`src/rtl/seg_pkg.sv`:
```
package seg_pkg;

    localparam int ADDR_W   = 32;
    localparam int SEL_W    = 16;
    localparam int DESC_W   = 64;
    localparam int CODE_IDX  = 0;
    localparam int STACK_IDX = 1;
    localparam logic [ADDR_W-1:0] REAL_LIMIT = 32'h0000_FFFF;

    typedef enum logic [1:0] {
        FLT_NONE = 2'd0,
        FLT_GP   = 2'd1,
        FLT_NP   = 2'd2
    } fault_e;

    typedef struct packed {
        logic [ADDR_W-1:0] base;
        logic [ADDR_W-1:0] limit;
        logic              exec;
        logic              rw;
    } seg_cache_t;

    function automatic logic [ADDR_W-1:0] eff_limit(input logic [19:0] raw, input logic gran);
        return gran ? {raw, 12'hFFF} : {12'h000, raw};
    endfunction

    function automatic seg_cache_t real_cache(input logic [SEL_W-1:0] v);
        seg_cache_t c;
        c.base  = {12'h000, v, 4'h0};
        c.limit = REAL_LIMIT;
        c.exec  = 1'b0;
        c.rw    = 1'b1;
        return c;
    endfunction

    // sel_hi is selector bits 15:2 (index and table bit)
    function automatic logic [ADDR_W-1:0] desc_addr(input logic [ADDR_W-1:0] gbase,
                                                    input logic [ADDR_W-1:0] lbase,
                                                    input logic [13:0]       sel_hi);
        logic [ADDR_W-1:0] tb;
        tb = sel_hi[0] ? lbase : gbase;
        return tb + {16'h0000, sel_hi[13:1], 3'b000};
    endfunction

endpackage

```
`src/rtl/seg_desc_check.sv`:
```
module seg_desc_check
    import seg_pkg::*;
#(
    parameter int SEG_W = 2
) (
    input  logic [SEG_W-1:0]  seg,
    input  logic [DESC_W-1:0] desc,
    output seg_cache_t        cache,
    output fault_e            code
);
    logic is_sys, is_exec, is_rw, present, gran;
    logic is_code_reg, is_stack_reg, gp;
    logic unused_bits;

    assign is_sys  = ~desc[44];
    assign is_exec = desc[43];
    assign is_rw   = desc[41];
    assign present = desc[47];
    assign gran    = desc[55];
    assign unused_bits = ^{desc[54:52], desc[46:45], desc[42], desc[40]};

    assign is_code_reg  = (seg == SEG_W'(CODE_IDX));
    assign is_stack_reg = (seg == SEG_W'(STACK_IDX));

    always_comb begin
        cache.base  = {desc[63:56], desc[39:32], desc[31:16]};
        cache.limit = eff_limit({desc[51:48], desc[15:0]}, gran);
        cache.exec  = is_exec;
        cache.rw    = is_rw;

        gp = is_sys
           | (is_code_reg  & ~is_exec)
           | (is_stack_reg & (is_exec | ~is_rw))
           | (~is_code_reg & ~is_stack_reg & is_exec & ~is_rw);

        if (gp)            code = FLT_GP;
        else if (!present) code = FLT_NP;
        else               code = FLT_NONE;
    end
endmodule

```
`src/rtl/seg_load_fsm.sv`:
```
module seg_load_fsm
    import seg_pkg::*;
#(
    parameter int SEG_W = 2
) (
    input  logic              clk,
    input  logic              rst,
    input  logic              prot_mode,
    input  logic [ADDR_W-1:0] gtab_base,
    input  logic [ADDR_W-1:0] ltab_base,
    input  logic              ld_valid,
    input  logic [SEG_W-1:0]  ld_seg,
    input  logic [SEL_W-1:0]  ld_sel,
    input  logic              tbl_rd_ack,
    input  seg_cache_t        chk_cache,
    input  fault_e            chk_code,
    output logic [SEG_W-1:0]  pend_seg,
    output logic              tbl_rd_req,
    output logic [ADDR_W-1:0] tbl_rd_addr,
    output logic              ld_busy,
    output logic              ld_done,
    output fault_e            ld_fault,
    output logic              wr_en,
    output logic [SEG_W-1:0]  wr_idx,
    output logic [SEL_W-1:0]  wr_sel,
    output seg_cache_t        wr_cache
);
    typedef enum logic {ST_IDLE, ST_FETCH} ld_state_e;

    ld_state_e         state_q;
    logic [SEG_W-1:0]  pend_seg_q;
    logic [SEL_W-1:0]  pend_sel_q;
    logic [ADDR_W-1:0] addr_q;
    logic              accept;

    assign accept      = (state_q == ST_IDLE) && ld_valid;
    assign ld_busy     = (state_q == ST_FETCH);
    assign tbl_rd_req  = ld_busy;
    assign tbl_rd_addr = addr_q;
    assign pend_seg    = pend_seg_q;

    always_comb begin
        wr_en    = 1'b0;
        wr_idx   = pend_seg_q;
        wr_sel   = pend_sel_q;
        wr_cache = chk_cache;
        if (state_q == ST_IDLE) begin
            wr_en    = accept && !prot_mode;
            wr_idx   = ld_seg;
            wr_sel   = ld_sel;
            wr_cache = real_cache(ld_sel);
        end else begin
            wr_en = tbl_rd_ack && (chk_code == FLT_NONE);
        end
    end

    always_ff @(posedge clk) begin
        if (rst) begin
            state_q    <= ST_IDLE;
            pend_seg_q <= '0;
            pend_sel_q <= '0;
            addr_q     <= '0;
            ld_done    <= 1'b0;
            ld_fault   <= FLT_NONE;
        end else begin
            ld_done  <= 1'b0;
            ld_fault <= FLT_NONE;
            case (state_q)
                ST_IDLE: if (ld_valid) begin
                    if (prot_mode) begin
                        state_q    <= ST_FETCH;
                        pend_seg_q <= ld_seg;
                        pend_sel_q <= ld_sel;
                        addr_q     <= desc_addr(gtab_base, ltab_base, ld_sel[15:2]);
                    end else begin
                        ld_done <= 1'b1;
                    end
                end
                ST_FETCH: if (tbl_rd_ack) begin
                    state_q  <= ST_IDLE;
                    ld_done  <= 1'b1;
                    ld_fault <= chk_code;
                end
                default: state_q <= ST_IDLE;
            endcase
        end
    end

    p_req_hold_r3: assert property (@(posedge clk) disable iff (rst)
        (tbl_rd_req && !tbl_rd_ack) |=> (tbl_rd_req && $stable(tbl_rd_addr)));

    p_real_done_r2: assert property (@(posedge clk) disable iff (rst)
        (!ld_busy && ld_valid && !prot_mode) |=> (ld_done && ld_fault == FLT_NONE));

    p_fault_with_done_r7: assert property (@(posedge clk) disable iff (rst)
        (ld_fault != FLT_NONE) |-> ld_done);

    p_busy_ignore_r12: assert property (@(posedge clk) disable iff (rst)
        (ld_busy && ld_valid && !tbl_rd_ack) |=> (!ld_done && $stable(pend_seg_q)));
endmodule

```
`src/rtl/seg_cache_bank.sv`:
```
module seg_cache_bank
    import seg_pkg::*;
#(
    parameter int NUM_SEG = 4,
    parameter int SEG_W   = 2
) (
    input  logic                     clk,
    input  logic                     rst,
    input  logic                     wr_en,
    input  logic [SEG_W-1:0]         wr_idx,
    input  logic [SEL_W-1:0]         wr_sel,
    input  seg_cache_t               wr_cache,
    input  logic [SEG_W-1:0]         rd_idx,
    output seg_cache_t               rd_cache,
    output logic [NUM_SEG*SEL_W-1:0] sel_flat
);
    seg_cache_t       cache_q [NUM_SEG];
    logic [SEL_W-1:0] sel_q   [NUM_SEG];

    for (genvar i = 0; i < NUM_SEG; i++) begin : g_seg
        always_ff @(posedge clk) begin
            if (rst) begin
                sel_q[i]   <= '0;
                cache_q[i] <= real_cache('0);
            end else if (wr_en && wr_idx == SEG_W'(i)) begin
                sel_q[i]   <= wr_sel;
                cache_q[i] <= wr_cache;
            end
        end
        assign sel_flat[i*SEL_W +: SEL_W] = sel_q[i];
    end

    assign rd_cache = cache_q[rd_idx];

    p_hold_r7: assert property (@(posedge clk) disable iff (rst)
        !wr_en |=> $stable(sel_flat));
endmodule

```
`src/rtl/seg_addr_gen.sv`:
```
module seg_addr_gen
    import seg_pkg::*;
(
    input  logic              clk,
    input  logic              rst,
    input  logic              xl_valid,
    input  logic [ADDR_W-1:0] xl_off,
    input  logic              xl_write,
    input  seg_cache_t        seg_c,
    output logic              xl_rsp_valid,
    output logic [ADDR_W-1:0] xl_addr,
    output logic              xl_fault
);
    logic over_limit, bad_rights;

    assign over_limit = xl_off > seg_c.limit;
    assign bad_rights = xl_write ? (seg_c.exec | ~seg_c.rw)
                                 : (seg_c.exec & ~seg_c.rw);

    always_ff @(posedge clk) begin
        if (rst) begin
            xl_rsp_valid <= 1'b0;
            xl_addr      <= '0;
            xl_fault     <= 1'b0;
        end else begin
            xl_rsp_valid <= xl_valid;
            if (xl_valid) begin
                xl_addr  <= seg_c.base + xl_off;
                xl_fault <= over_limit | bad_rights;
            end
        end
    end

    p_rsp_r8: assert property (@(posedge clk) disable iff (rst)
        xl_valid |=> xl_rsp_valid);

    p_quiet_r8: assert property (@(posedge clk) disable iff (rst)
        !xl_valid |=> !xl_rsp_valid);
endmodule

```
`src/rtl/segment_unit.sv`:
```
module segment_unit
    import seg_pkg::*;
#(
    parameter int NUM_SEG = 4,
    localparam int SEG_W  = $clog2(NUM_SEG)
) (
    input  logic                     clk,
    input  logic                     rst,
    input  logic                     prot_mode,
    input  logic [31:0]              gtab_base,
    input  logic [31:0]              ltab_base,
    input  logic                     ld_valid,
    input  logic [SEG_W-1:0]         ld_seg,
    input  logic [15:0]              ld_sel,
    output logic                     ld_busy,
    output logic                     ld_done,
    output logic [1:0]               ld_fault_code,
    output logic                     tbl_rd_req,
    output logic [31:0]              tbl_rd_addr,
    input  logic                     tbl_rd_ack,
    input  logic [63:0]              tbl_rd_data,
    input  logic                     xl_valid,
    input  logic [SEG_W-1:0]         xl_seg,
    input  logic [31:0]              xl_off,
    input  logic                     xl_write,
    output logic                     xl_rsp_valid,
    output logic [31:0]              xl_addr,
    output logic                     xl_fault,
    output logic [NUM_SEG*16-1:0]    sel_all
);
    seg_cache_t       chk_cache, wr_cache, rd_cache;
    fault_e           chk_code, ld_fault;
    logic [SEG_W-1:0] pend_seg, wr_idx;
    logic [SEL_W-1:0] wr_sel;
    logic             wr_en;

    assign ld_fault_code = ld_fault;

    seg_desc_check #(.SEG_W(SEG_W)) u_check (
        .seg   (pend_seg),
        .desc  (tbl_rd_data),
        .cache (chk_cache),
        .code  (chk_code)
    );

    seg_load_fsm #(.SEG_W(SEG_W)) u_fsm (
        .clk        (clk),
        .rst        (rst),
        .prot_mode  (prot_mode),
        .gtab_base  (gtab_base),
        .ltab_base  (ltab_base),
        .ld_valid   (ld_valid),
        .ld_seg     (ld_seg),
        .ld_sel     (ld_sel),
        .tbl_rd_ack (tbl_rd_ack),
        .chk_cache  (chk_cache),
        .chk_code   (chk_code),
        .pend_seg   (pend_seg),
        .tbl_rd_req (tbl_rd_req),
        .tbl_rd_addr(tbl_rd_addr),
        .ld_busy    (ld_busy),
        .ld_done    (ld_done),
        .ld_fault   (ld_fault),
        .wr_en      (wr_en),
        .wr_idx     (wr_idx),
        .wr_sel     (wr_sel),
        .wr_cache   (wr_cache)
    );

    seg_cache_bank #(.NUM_SEG(NUM_SEG), .SEG_W(SEG_W)) u_bank (
        .clk      (clk),
        .rst      (rst),
        .wr_en    (wr_en),
        .wr_idx   (wr_idx),
        .wr_sel   (wr_sel),
        .wr_cache (wr_cache),
        .rd_idx   (xl_seg),
        .rd_cache (rd_cache),
        .sel_flat (sel_all)
    );

    seg_addr_gen u_xlate (
        .clk         (clk),
        .rst         (rst),
        .xl_valid    (xl_valid),
        .xl_off      (xl_off),
        .xl_write    (xl_write),
        .seg_c       (rd_cache),
        .xl_rsp_valid(xl_rsp_valid),
        .xl_addr     (xl_addr),
        .xl_fault    (xl_fault)
    );
endmodule

```
`config.mk`:
```
export PLATFORM = sky130hd
export DESIGN_NAME = segment_unit
export DESIGN_NICKNAME = d
export VERILOG_FILES = /design/src/rtl/seg_pkg.sv /design/src/rtl/seg_desc_check.sv /design/src/rtl/seg_load_fsm.sv /design/src/rtl/seg_cache_bank.sv /design/src/rtl/seg_addr_gen.sv /design/src/rtl/segment_unit.sv
export SDC_FILE = /design/constraint.sdc
export NUM_CORES = 1
export LEC_CHECK = 0
export ABC_CLOCK_PERIOD_IN_PS = 8800
export BUFFER_PORTS_ARGS = -buffer_cell sky130_fd_sc_hd__buf_2
export CORE_MARGIN = 5
export CORE_UTILIZATION = 53
export DETAILED_ROUTE_END_ITERATION = 10
export PLACE_DENSITY = 0.82
export RECOVER_POWER = 50
export SLEW_MARGIN = 20
export SYNTH_ARGS = -nofsm -noshare
export SYNTH_HDL_FRONTEND = slang
export SYNTH_SLANG_ARGS = --single-unit
export TNS_END_PERCENT = 30
```
`constraint.sdc`:
```
create_clock -name clk -period 8.8 [get_ports clk]
set_input_delay 0 -clock clk [delete_from_list [all_inputs] [get_ports clk]]
set_output_delay 0 -clock clk [all_outputs]
set_load 0.005 [all_outputs]
```
# Word level (Yosys, flattened, before mapping)
# Memories as Yosys holds them, arrays and structs flattened.
# Cells that the tools add are included.
# Widths: inputs -> output; s select.
# word_totals
regBits	88
ramBits	328
in_bits	187
out_inout_bits	135
wordCells	98
mem_count	2
# op_classes
n_addsub	2
order_cmp	1
eq_ne	4
n_mux	39
bitwise	28
n_reduce_logical	13
# memory_table
memory	depth	width	rd	rd_clocked_by_memory_dff	write_ports	line	rtl
u_bank.cache_q	4	66	1	0	4	seg_cache_bank.sv:17	seg_cache_t cache_q [NUM_SEG];
u_bank.sel_q	4	16	4	0	4	seg_cache_bank.sv:18	logic [SEL_W-1:0] sel_q [NUM_SEG];
# ops
op	count
$mux 66	5
$mux 16	5
$mux 32	2
$add 32x16->32	1
$add 32x32->32	1
$gt 32x32->1	1
$mux 1	22
$or 1x1->1	14
$not 1->1	8
$logic_and 1x1->1	7
$and 1x1->1	6
$logic_not 2->1	3
$mux 2	3
$eq 2x1->1 const B	2
$eq 2x2->1 const B	2
$pmux 1 s2	2
$reduce_and 3->1	1
$reduce_or 3->1	1
$logic_not 1->1	1

# Longest topological paths before layout
# logic_depth
depth_word	15
ltp_mapped	18
depth_no_buf	13

# Hierarchy
# Synthesis repeated with hierarchy kept, for this count alone.
# unflattened
hier_cells	2006
area_unflattened_um2	22161.3
# by_module_without_submodules
module	instances	cells_each	area_per_inst_um2	seq_area_each_um2
seg_cache_bank	1	884	13623.1	9849.4
seg_load_fsm	1	568	4181.5	1081.0
seg_addr_gen	1	478	3798.6	680.7
seg_desc_check	1	76	558.0	0.0

# Least setup slack after synthesis
# No wires, ideal clock.
# synth_path
path_type	reg-to-reg
from	register u_fsm.pend_seg_q[0] (netlist: u_fsm.pend_seg[0])
to	memory u_bank.cache_q[0][0] in the netlist's numbering, enable pin
setup_time_ns	0.636
arrival_ns	7.011
required_ns	8.164
slack_ns	1.153
stages_incl_launch_ff	7
path_buffers	0
synth_period_minus_slack_ns	7.647
path_cell_list	dfxtp_1 nor3_1 a31oi_1 a21boi_1 a41oi_1 nand2b_1 o21ai_0
# synth_lines
element	line	rtl
start: declaration	seg_load_fsm.sv:31	logic [SEG_W-1:0] pend_seg_q;
start signal: assignment	seg_load_fsm.sv:72	pend_seg_q <= ld_seg;
end: declaration	seg_cache_bank.sv:17	

==> summary.md <==
| Metric | Value |
|---|---|
| Outcome | `complete, but fails checks` |
| Failing checks | `max-capacitance violations, max-slew violations` |
| Clk Latency, worst-skew pair | `0.56 ns` |
| Worst vdd ir | `0.1646 mV` |
| RR Startpoint | `u_fsm.ld_busy$_SDFF_PP0_` |
| Depth of the CTS H-tree | `2` |
| Cts bufs inserted | `44` |
| DRT Wirelength | `60730 um` |
| P_leak | `9.356 nW` |
| Area share of the largest cell type after synthesis | `48.42%` |
| Synth warn | `0` |
| Mapped cell area | `0.02034 mm2` |
| Core Region | `0.03776 mm2` |
| Critical path origin | `rst` |
| Clock buffer depth | `3` |
| IO buf count | `314` |
| Worst hold path type | `in2reg` |
| Power Density | `192.5 mW/mm2` |
| I/O pin count | `322` |
| Syn_nets | `2053` |
| First-pass GRT wire length | `92740 um` |
| Clk root buf | `clkbuf_16` |
| Headroom to the max-slew limit | `-127.9%` |
| Layout area overhead | `21.18%` |
| Worst Max-Slew Pin Slew | `3.418 ns` |
| Via/cell ratio | `5.944` |
| Vias | `16245` |
| Largest net degree at the start of global routing | `80` |
| Cells after synthesis | `1788` |
| Final min period | `5.682 ns` |
| RePlAce Congestion | `0.9262` |
| # DRC | `0` |
| Initial Util | `53.88%` |
| Max-cap viol count | `14` |
| Reg power frac | `47.4%` |
| Placed wire-length estimate | `39970 um` |
| FMAX | `176.0 MHz` |
| Critical path endpoint category | `flip-flop` |
| Crit-path max FO | `48` |
| Final Hold Viols | `0` |
| CP arrival | `5.86 ns` |
| CP endpoint | `u_bank.cache_q[3][7]$_SDFFCE_PN1P_` |
| Die X | `205.9 um` |
| Clock share of power | `37.7%` |
| Clock-pin transition on the worst setup and hold timing paths | `0.06 ns` |
| Ys flop type | `edfxtp_1` |
| Unrepaired setup endpoints after global routing | `no` |
| Post-synth EDFFs | `328` |
| Power Internal | `3.521 mW` |
| Row count | `71` |
| Worst reg2reg setup slack | `3.87 ns` |
| NetSw | `1.224 mW` |
| Power Total | `4.745 mW` |
| Startpoint type of the worst setup path | `input pin` |
| Logic pwr share | `14.9%` |
| All-Layer GR Usage | `28.39%` |
| #FFs+latches synth | `416` |
| Routed WL per cell | `22.22 um` |
| Seq/Total Area, Yosys | `57.08%` |
| Type of the worst setup path | `in2reg` |
| Fin Clk Skew | `0.01312 ns` |
| Post-synth top area cell | `edfxtp_1` |
| Syn Area/Cell | `11.38 um2` |
| Die Area | `0.04240 mm2` |
| Post-synth ARST share | `0%` |
| Setup tns final | `0 ns` |
| Ratio of cells with drive above 1 in the final layout | `17.13%` |
| Global route total overflow | `0` |
| Sw Share | `25.79%` |
| Count of final max-slew check failures | `626` |
| Critical Path RT | `8.98 ns` |
| CTS sink cnt | `416` |
| Initial DRC Count | `1446` |
| Fin crit share | `64.57%` |
| Die Span Y | `205.9 um` |
| Vias in the first global route | `16264` |
| Antenna violations before repair | `11` |
| Final ANT Viol Nets | `0` |
| Finish-stage setup viols | `0` |
| R2R depth | `4` |
| Area contributors post-synth | `edfxtp_1 (48%), dfxtp_1 (8.7%), mux4_2 (7.3%)` |
| Cell variety after synth | `72` |
| Post-layout net count | `2443` |
| Pre-antenna DRT Iters | `8` |
| Resized cells post-CTS | `0` |
| Worst R2R End | `u_bank.cache_q[2][8]$_SDFFCE_PN1P_` |
| CTS tree | `done` |
-- synth_stat cells (22+ instances only) --
master and instances:
nand3_1 24, nor2b_1 33, nand2_1 213, mux2_2 22
mux4_2 66, mux2i_1 26, clkbuf_1 78, xnor2_1 22
dfxtp_1 88, nor2_1 334, o21ai_0 41, a21oi_1 128
a21o_1 34, edfxtp_1 328, ha_1 76, inv_1 57
-- worst min path at each step --
stage                         start  cells past startpoint  slack (ns)                                 end
finish                gtab_base[25]                      4        0.02  u_fsm.tbl_rd_addr[27]$_SDFFE_PP0P_
global route          gtab_base[16]                      4        0.04  u_fsm.tbl_rd_addr[16]$_SDFFE_PP0P_
CTS                   gtab_base[25]                      4     0.00009  u_fsm.tbl_rd_addr[27]$_SDFFE_PP0P_
detailed placement  tbl_rd_data[47]                      2        0.18        u_fsm.ld_fault[1]$_SDFF_PP0_
global placement    tbl_rd_data[47]                      2        0.18        u_fsm.ld_fault[1]$_SDFF_PP0_
floorplan           tbl_rd_data[47]                      1        0.08        u_fsm.ld_fault[1]$_SDFF_PP0_
-- routing by layer --
metal	vias to the layer above	GRT usage (%)	share of wire, %
li1	7262	-	-
met1	7779	38.40	38
met2	966	44.78	47
met3	232	6.182	10
met4	6	12.29	5.0
met5	-	0	0.058
-- critical path, cell delays in order --
cell and delay [ns]:
dlygate4sd3_1 0.52, clkbuf_1 1.80, clkinv_1 0.31, clkbuf_1 0.72
nand2_1 1.66, buf_4 0.79
-- cell usage in the layout, fill, tap and decap left out, types with 9 or more instances in the layout --
cell,count
a211oi_1,13
a21o_1,34
a21oi_1,128
a31oi_1,9
buf_2,204
buf_4,9
clkbuf_1,127
clkbuf_16,44
dfxtp_1,88
diode_2,9
dlygate4sd3_1,113
edfxtp_1,328
ha_1,76
inv_1,57
mux2_2,20
mux2i_1,26
mux4_2,66
nand2_1,213
nand3_1,24
nand4_1,15
nor2_1,334
nor2b_1,33
nor3_1,16
o21ai_0,41
o21bai_1,10
xnor2_1,22
xor2_1,12
-- final cells by class --
class,count,area (um2)
fill,2773,13110
sequential,416,11610
multi-input combinational,1216,8125
timing repair buffer,442,2655
clock buffer,61,1206
tap,511,639.4
inverter,58,217.7
clock inverter,20,172.7
antenna,9,22.52
-- sequential cells by signal, indices dropped and copies added, names as in the netlist --
register	cells
u_bank.cache_q	264
u_fsm.ld_busy	1
u_fsm.pend_seg	2
u_xlate.xl_fault	1
u_bank.sel_q	64
u_xlate.xl_rsp_valid	1
u_fsm.tbl_rd_addr	32
u_fsm.ld_done	1
u_fsm.ld_fault	2
u_xlate.xl_addr	32
u_fsm.pend_sel_q	16
-- repair_timing --
item | 4_1_cts | 5_1_grt
buffers inserted | 0 | 0
hold endpoints to repair | 318 | 0
hold buffers | 113 | 0
-- cell families after synthesis --
family	after synthesis	share of synthesized area, %
XOR/XNOR	34	1.464
adder cells (fa/ha/maj)	78	4.872
multiplexers	114	9.805
buffers and inverters	156	2.922
AND/OR/NAND/NOR	688	14.46
flip-flops	416	57.08
AO/OA/AOI/OAI	300	9.362
other	2	0.03692
-- power by group through the flow --
stage	combinational (mW)	clock (mW)	sequential [mW]
after floorplan	0.406	0	2.30
after global placement	0.640	0	2.28
after detailed placement	0.656	0	2.29
after CTS	0.704	1.80	2.25
after global routing	0.766	1.89	2.26
final	0.705	1.79	2.25
-- metrics by stage --
step | utilization (%) | instance area (um2) | setup WS [ns] | hold slack (ns) | cells
final | 65.29 | 24650 | 3.118 | 0.01682 | 2733
after floorplan | - | 20340 | 1.153 | 0.07674 | 1788
after global placement | 59.28 | 22380 | 4.620 | 0.1785 | 2530
after CTS | 65.93 | 24890 | 4.934 | 0.00009098 | 2724
after global routing | 65.28 | 24650 | 2.426 | 0.03522 | 2732
after detailed placement | 59.28 | 22380 | 4.511 | 0.1850 | 2530
Power figures use the tool's default switching activity.
